### src/rtl/dmac_pkg.sv
package dmac_pkg;
    localparam int BUS_W  = 32;
    localparam int LANES  = BUS_W / 8;
    localparam int LANE_W = $clog2(LANES);
    localparam int NB_W   = LANE_W + 1;

    localparam logic [2:0] REG_CTRL   = 3'd0;
    localparam logic [2:0] REG_SRC    = 3'd1;
    localparam logic [2:0] REG_DST    = 3'd2;
    localparam logic [2:0] REG_COUNT  = 3'd3;
    localparam logic [2:0] REG_STATUS = 3'd4;

    typedef enum logic [1:0] {
        SZ_LONG = 2'b00,
        SZ_BYTE = 2'b01,
        SZ_WORD = 2'b10,
        SZ_LINE = 2'b11
    } xfer_size_e;

    typedef struct packed {
        logic       irq_en;
        xfer_size_e dst_size;
        logic       dst_fixed;
        xfer_size_e src_size;
        logic       src_fixed;
    } chan_cfg_t;

    typedef enum logic [1:0] {ST_IDLE, ST_READ, ST_WRITE} seq_state_e;

    function automatic logic [NB_W-1:0] beat_bytes(xfer_size_e s);
        unique case (s)
            SZ_BYTE: return NB_W'(1);
            SZ_WORD: return NB_W'(2);
            default: return NB_W'(4);
        endcase
    endfunction

    function automatic logic [4:0] count_unit(xfer_size_e s);
        return (s == SZ_LINE) ? 5'd16 : 5'(beat_bytes(s));
    endfunction
endpackage

### src/rtl/dmac_lane_extract.sv
module dmac_lane_extract
    import dmac_pkg::*;
(
    input  logic [BUS_W-1:0]  word,
    input  logic [LANE_W-1:0] lane,
    input  logic [NB_W-1:0]   nbytes,
    output logic [BUS_W-1:0]  value
);
    logic [BUS_W-1:0] shifted;
    logic [BUS_W-1:0] keep;

    assign shifted = word >> {lane, 3'b000};

    for (genvar i = 0; i < LANES; i++) begin : g_keep
        assign keep[8*i +: 8] = (NB_W'(i) < nbytes) ? 8'hFF : 8'h00;
    end

    assign value = shifted & keep;
endmodule

### src/rtl/dmac_lane_insert.sv
module dmac_lane_insert
    import dmac_pkg::*;
(
    input  logic [BUS_W-1:0]  value,
    input  logic [LANE_W-1:0] lane,
    input  logic [NB_W-1:0]   nbytes,
    output logic [BUS_W-1:0]  word,
    output logic [LANES-1:0]  be
);
    logic [NB_W-1:0] first;
    logic [NB_W-1:0] last_ex;

    assign first   = {1'b0, lane};
    assign last_ex = first + nbytes;
    assign word    = value << {lane, 3'b000};

    for (genvar i = 0; i < LANES; i++) begin : g_be
        assign be[i] = (NB_W'(i) >= first) && (NB_W'(i) < last_ex);
    end
endmodule

### src/rtl/dmac_seq.sv
module dmac_seq
    import dmac_pkg::*;
#(
    parameter int ADDR_W = 32,
    parameter int CNT_W  = 24
) (
    input  logic              clk,
    input  logic              rst,
    input  logic              start,
    input  logic              abort,
    input  xfer_size_e        src_size,
    input  xfer_size_e        dst_size,
    input  logic              src_fixed,
    input  logic              dst_fixed,
    input  logic              ld_src,
    input  logic              ld_dst,
    input  logic              ld_cnt,
    input  logic [BUS_W-1:0]  ld_data,
    output logic [ADDR_W-1:0] src_cur,
    output logic [ADDR_W-1:0] dst_cur,
    output logic [CNT_W-1:0]  cnt_cur,
    output logic              busy,
    output logic              done_pulse,
    output logic              bus_req,
    output logic              bus_we,
    output logic [ADDR_W-1:0] bus_addr,
    output logic [BUS_W-1:0]  bus_wdata,
    output logic [LANES-1:0]  bus_be,
    input  logic [BUS_W-1:0]  bus_rdata,
    input  logic              bus_ack
);
    seq_state_e        state_q;
    logic [BUS_W-1:0]  hold_q;
    logic [LANE_W-1:0] ptr_q;
    logic [NB_W-1:0]   sb, db, cb, rd_end, wr_end;
    logic [BUS_W-1:0]  rd_val, ins_word, hold_next, wr_val, wr_word;
    logic [LANES-1:0]  ins_be, wr_be;

    assign sb     = beat_bytes(src_size);
    assign db     = beat_bytes(dst_size);
    assign cb     = (sb > db) ? sb : db;
    assign rd_end = {1'b0, ptr_q} + sb;
    assign wr_end = {1'b0, ptr_q} + db;

    // source lanes -> right-aligned value -> holding register slot
    dmac_lane_extract u_rd_ext (
        .word(bus_rdata), .lane(src_cur[LANE_W-1:0]), .nbytes(sb), .value(rd_val));
    dmac_lane_insert u_hold_ins (
        .value(rd_val), .lane(ptr_q), .nbytes(sb), .word(ins_word), .be(ins_be));

    for (genvar i = 0; i < LANES; i++) begin : g_hold
        assign hold_next[8*i +: 8] = ins_be[i] ? ins_word[8*i +: 8] : hold_q[8*i +: 8];
    end

    // holding register slot -> right-aligned value -> destination lanes
    dmac_lane_extract u_hold_ext (
        .word(hold_q), .lane(ptr_q), .nbytes(db), .value(wr_val));
    dmac_lane_insert u_wr_ins (
        .value(wr_val), .lane(dst_cur[LANE_W-1:0]), .nbytes(db), .word(wr_word), .be(wr_be));

    assign busy      = (state_q != ST_IDLE);
    assign bus_req   = busy;
    assign bus_we    = (state_q == ST_WRITE);
    assign bus_addr  = bus_we ? dst_cur : src_cur;
    assign bus_wdata = bus_we ? wr_word : '0;
    assign bus_be    = bus_we ? wr_be : '0;

    always_ff @(posedge clk) begin
        if (rst) begin
            state_q    <= ST_IDLE;
            hold_q     <= '0;
            ptr_q      <= '0;
            src_cur    <= '0;
            dst_cur    <= '0;
            cnt_cur    <= '0;
            done_pulse <= 1'b0;
        end else begin
            done_pulse <= 1'b0;
            if (ld_src) src_cur <= ld_data[ADDR_W-1:0];
            if (ld_dst) dst_cur <= ld_data[ADDR_W-1:0];
            if (ld_cnt) cnt_cur <= ld_data[CNT_W-1:0];
            if (abort) begin
                state_q <= ST_IDLE;
            end else begin
                unique case (state_q)
                    ST_IDLE: if (start) begin
                        ptr_q <= '0;
                        if (cnt_cur == '0) done_pulse <= 1'b1;
                        else               state_q    <= ST_READ;
                    end
                    ST_READ: if (bus_ack) begin
                        hold_q <= hold_next;
                        if (!src_fixed) src_cur <= src_cur + ADDR_W'(sb);
                        if (rd_end == cb) begin
                            ptr_q   <= '0;
                            state_q <= ST_WRITE;
                        end else begin
                            ptr_q <= rd_end[LANE_W-1:0];
                        end
                    end
                    ST_WRITE: if (bus_ack) begin
                        if (!dst_fixed) dst_cur <= dst_cur + ADDR_W'(db);
                        cnt_cur <= cnt_cur - CNT_W'(db);
                        if (cnt_cur == CNT_W'(db)) begin
                            state_q    <= ST_IDLE;
                            done_pulse <= 1'b1;
                        end else if (wr_end == cb) begin
                            ptr_q   <= '0;
                            state_q <= ST_READ;
                        end else begin
                            ptr_q <= wr_end[LANE_W-1:0];
                        end
                    end
                    default: state_q <= ST_IDLE;
                endcase
            end
        end
    end
endmodule

### src/rtl/dmac_channel.sv
module dmac_channel
    import dmac_pkg::*;
#(
    parameter int ADDR_W = 32,
    parameter int CNT_W  = 24
) (
    input  logic              clk,
    input  logic              rst,
    input  logic              reg_we,
    input  logic [2:0]        reg_addr,
    input  logic [31:0]       reg_wdata,
    output logic [31:0]       reg_rdata,
    output logic              bus_req,
    output logic              bus_we,
    output logic [ADDR_W-1:0] bus_addr,
    output logic [31:0]       bus_wdata,
    output logic [3:0]        bus_be,
    input  logic [31:0]       bus_rdata,
    input  logic              bus_ack,
    output logic              irq
);
    chan_cfg_t         cfg_q, cfg_new;
    logic              done_q, err_q, busy, done_pulse;
    logic [ADDR_W-1:0] src_cur, dst_cur;
    logic [CNT_W-1:0]  cnt_cur;
    logic              ctrl_wr, abort_wr, go_wr, cfg_bad, start;
    logic [NB_W-1:0]   sb_new, db_new;
    logic [4:0]        su_new, du_new;

    assign cfg_new  = chan_cfg_t'(reg_wdata[8:2]);
    assign ctrl_wr  = reg_we && (reg_addr == REG_CTRL);
    assign abort_wr = ctrl_wr && reg_wdata[1];
    assign go_wr    = ctrl_wr && !reg_wdata[1] && reg_wdata[0] && !busy;

    // configuration check on the fields written together with go
    assign sb_new  = beat_bytes(cfg_new.src_size);
    assign db_new  = beat_bytes(cfg_new.dst_size);
    assign su_new  = count_unit(cfg_new.src_size);
    assign du_new  = count_unit(cfg_new.dst_size);
    assign cfg_bad = ((cnt_cur[4:0] & (su_new - 5'd1)) != '0)
                  || ((cnt_cur[4:0] & (du_new - 5'd1)) != '0)
                  || ((src_cur[NB_W-1:0] & (sb_new - NB_W'(1))) != '0)
                  || ((dst_cur[NB_W-1:0] & (db_new - NB_W'(1))) != '0);
    assign start   = go_wr && !cfg_bad;

    dmac_seq #(.ADDR_W(ADDR_W), .CNT_W(CNT_W)) u_seq (
        .clk(clk), .rst(rst), .start(start), .abort(abort_wr),
        .src_size(cfg_q.src_size), .dst_size(cfg_q.dst_size),
        .src_fixed(cfg_q.src_fixed), .dst_fixed(cfg_q.dst_fixed),
        .ld_src(reg_we && (reg_addr == REG_SRC) && !busy),
        .ld_dst(reg_we && (reg_addr == REG_DST) && !busy),
        .ld_cnt(reg_we && (reg_addr == REG_COUNT) && !busy),
        .ld_data(reg_wdata),
        .src_cur(src_cur), .dst_cur(dst_cur), .cnt_cur(cnt_cur),
        .busy(busy), .done_pulse(done_pulse),
        .bus_req(bus_req), .bus_we(bus_we), .bus_addr(bus_addr),
        .bus_wdata(bus_wdata), .bus_be(bus_be),
        .bus_rdata(bus_rdata), .bus_ack(bus_ack));

    always_ff @(posedge clk) begin
        if (rst) begin
            cfg_q  <= '0;
            done_q <= 1'b0;
            err_q  <= 1'b0;
        end else begin
            if (ctrl_wr && !abort_wr && !busy) cfg_q <= cfg_new;
            if (abort_wr)                      err_q <= 1'b0;
            else if (go_wr && cfg_bad)         err_q <= 1'b1;
            if (done_pulse)                    done_q <= 1'b1;
            else if (reg_we && (reg_addr == REG_STATUS) && reg_wdata[0])
                                               done_q <= 1'b0;
        end
    end

    assign irq = done_q && cfg_q.irq_en;

    always_comb begin
        unique case (reg_addr)
            REG_CTRL:   reg_rdata = {23'b0, cfg_q, 1'b0, busy};
            REG_SRC:    reg_rdata = 32'(src_cur);
            REG_DST:    reg_rdata = 32'(dst_cur);
            REG_COUNT:  reg_rdata = 32'(cnt_cur);
            REG_STATUS: reg_rdata = {29'b0, busy, err_q, done_q};
            default:    reg_rdata = '0;
        endcase
    end
endmodule

### config.mk
export PLATFORM = sky130hd
export DESIGN_NAME = dmac_channel
export DESIGN_NICKNAME = d
export VERILOG_FILES = /design/src/rtl/dmac_pkg.sv /design/src/rtl/dmac_lane_extract.sv /design/src/rtl/dmac_lane_insert.sv /design/src/rtl/dmac_seq.sv /design/src/rtl/dmac_channel.sv
export SDC_FILE = /design/constraint.sdc
export NUM_CORES = 1
export LEC_CHECK = 0
export CORE_MARGIN = 1
export CORE_UTILIZATION = 40
export DETAILED_ROUTE_END_ITERATION = 8
export GPL_ROUTABILITY_DRIVEN = 0
export PLACE_DENSITY = 0.65
export SYNTH_ARGS = -nofsm -noshare
export SYNTH_HDL_FRONTEND = slang
export SYNTH_SLANG_ARGS = --single-unit
### constraint.sdc
create_clock -name clk -period 8.85 [get_ports clk]
set_input_delay 2.2125 -clock clk [delete_from_list [all_inputs] [get_ports clk]]
set_output_delay 2.2125 -clock clk [all_outputs]
set_load 0.1 [all_outputs]
==> flow_summary.toml <==
[outcome]
outcome = "finished, violations left"
violations = "design-rule violations"

[route]
drt-pass1-iter-count = 7
antenna_left = 0
wire_per_inst_um = 20.9
drt_iter0_drc = 1084
vias = 11500
wirelength_um = 38500
drc = 8
post_drt_via_cell_ratio = 6.27

[sta]
worst_slack_ps = 1510
tns_ps = 0
hold_viol = 0
finalCritPeriodShare_pct = 82.9
worst_pin_slew_ps = 1120
drv_slew = 0
finalCriticalPeriod_ps = 7340
maxClockFrequency_ghz = 0.136
holdWs_ps = 454
setup_viol_count_final = 0
rsz0062_at_grt = "false"
clock_skew_ps = 11.7
relSlewSlack_pct = 24.8

[critical_path]
crit_fanout = 25
r2r_end = "u_seq.dst_cur[12]"
crit_top_cell = "buf_4"
ff2ff_setup_slack_ps = 5180
path_delay_family = "buffers and inverters"
cp-start-kind = "primary input"
reg2reg_from = "u_seq.state_q[0]"
crit_arrival_ps = 5130
crit_chain = "clkdlybuf4s50_1, buf_4, nor2b_2, a22oi_1, nor2_1, buf_4"
critPathKind = "in2out"
r2r_cells = 10
cp.required_ps = 6640
end_kind = "output port"
cpMaxStageDelayCell = "nor2b_2"
worst-path-buf-inv = 3
cp_slowest_stage_delay_ps = 960

[synth]
yosysMostFrequentCell = "nor2_1"
yosysSeqAreaShare_pct = 24.8
synth_area_leaders = "dfxtp_1 (25%), mux2_2 (8.0%), nor2_1 (7.3%)"
ys_ff_latch = 134
synthTopCellsByCount = "nor2_1 (211), dfxtp_1 (134), nand2_1 (87)"
async_flop_share_pct = 0
syn_area_um2 = 10800
synth_edf_count = 0
yosys_warnings = 0
synthDistinctLibCells = 83
syn_nets = 1488
synth_area_leader_cell = "dfxtp_1"
postSynthAreaPerCell_um2 = 7.79
netlist_instances = 1386
yosys_most_used_dff = "dfxtp_1"
synth_top_area_share_pct = 24.8

[die]
die_h_um = 166
die_width_um = 166
die-area_um2 = 27700
num_rows = 59
coreArea_um2 = 26300
start_util_pct = 41.1
io_pins = 174

[grt]
antenna_found_initial = 0
grt_max_degree = 79
grt_pass1_vias = 11000
grt_overflow = 0
grt_usage_pct = 27.9
grt_pass1_wl_um = 61500

[clock_network]
cts_resized = 0
clk_path_buf_depth = 2
postCtsSetupBuffers = 0
clk_latency_ps = 440
cts_tree = "built"
clockRootBuffer = "clkbuf_16"
cts.clk_slew.worst_paths_ps = 60
ctsHoldBuffers = 0
cts_inserted_buffers = 17
clkSinkCount = 134
htree_levels = 4

[power]
p_per_area_nw_per_um2 = 125
leakage_nw = 4.81
total_power_mw = 1.64
vdd_drop_max_mv = 0.110

[worst_hold_path]
min-delay-start = "u_seq.done_pulse"
worstHoldEndpoint = "done_q"
min_path_type = "reg2reg"
worstHoldPathCells = 2

[place]
portBuffers = 173
place_ws_ps = 1540
dp_hpwl_um = 28000
place_inst = 1808

[flow_run]
drv_cap = 0

[final_layout]
final_cell_count_no_fill = 1840
nets = 1594
antenna_cells = 0
syn_to_final_growth_pct = 21.9
drive_gt1_share_pct = 13.2
-- area by class of cell --
class	count	area (um2)
multi-input cells	1102	7510
clock buffers	17	425
well taps	335	419
fillers	2514	13100
clock inverters	15	154
inverters	46	173
repair buffers	191	1800
flip-flops and latches	134	2690
-- per-layer routing --
layer	part of all wire [%]	track usage, %
met1	42	36.8
met2	45	44.9
met3	8.4	4.53
met4	3.6	11.8
met5	0	0
-- registers in the layout (all words and copies together) (netlist names), 2 cells and up --
register	flops
u_seq.ptr_q	2
u_seq.hold_q	32
u_seq.state_q	2
u_seq.cnt_cur	24
cfg_q	7
u_seq.dst_cur	32
u_seq.src_cur	32
-- power breakdown --
part / switching, mW / leakage [nW] / internal (mW) / total [mW]
Sequential: 0.0234 / 1.09 / 0.617 / 0.641
Combinational: 0.189 / 3.44 / 0.111 / 0.299
Clock: 0.327 / 0.285 / 0.376 / 0.703
-- cells in the final DEF (no fill, tap or decap), types with 10 or more instances in the layout --
master	netlist	final
a2111oi_0	10	10
a211oi_1	45	45
a21oi_1	54	54
a221oi_1	14	14
a22oi_1	57	57
a311oi_1	21	21
a32oi_1	10	10
and2_1	16	16
and3_1	25	25
buf_4	4	45
clkbuf_16	0	17
clkdlybuf4s50_1	0	146
dfxtp_1	134	132
ha_1	28	27
inv_1	45	45
mux2_2	77	77
mux2i_1	71	71
nand2_1	87	87
nand2b_1	12	12
nand3_1	37	37
nor2_1	211	211
nor2b_1	22	21
nor3_1	28	28
nor4_1	21	21
o211ai_1	16	16
o21ai_0	79	79
o22ai_1	25	25
-- per-stage QoR --
step	utilization (%)	instance area (um2)
finish	50.1	13200
global placement	47.9	12600
floorplan	-	10800
global route	50.1	13200
detailed placement	47.9	12600
CTS	50.1	13200
-- worst register-to-register path: cells and delay by family, from the launching register on --
kind                     cells  cell delay (ps)
adder cells (fa/ha/maj)      1              180
AO/OA/AOI/OAI                2              490
buffers and inverters        3              770
AND/OR/NAND/NOR              4             1790
flip-flops                   1              350
-- cells by family after synthesis --
logic type | after synthesis | synth area share, %
XOR/XNOR | 15 | 1.22
flip-flops | 134 | 24.8
multiplexers | 154 | 15.9
buffers and inverters | 150 | 5.68
adder cells (fa/ha/maj) | 35 | 4.17
AO/OA/AOI/OAI | 387 | 25.0
AND/OR/NAND/NOR | 511 | 23.3
-- how the worst max path moves through the flow --
stage	start	to	slack, ps	depth (start not counted)
3_5_place_dp	reg_addr[1]	reg_rdata[12]	1540	6
4_1_cts	reg_addr[1]	reg_rdata[12]	1530	6
6_report	reg_addr[1]	reg_rdata[15]	1510	6
5_1_grt	reg_addr[1]	reg_rdata[21]	1370	6
3_3_place_gp	reg_addr[1]	reg_rdata[12]	1690	6
2_1_floorplan	reg_addr[1]	reg_rdata[3]	1980	5
No activity file was read; power rests on OpenSTA's default activity.
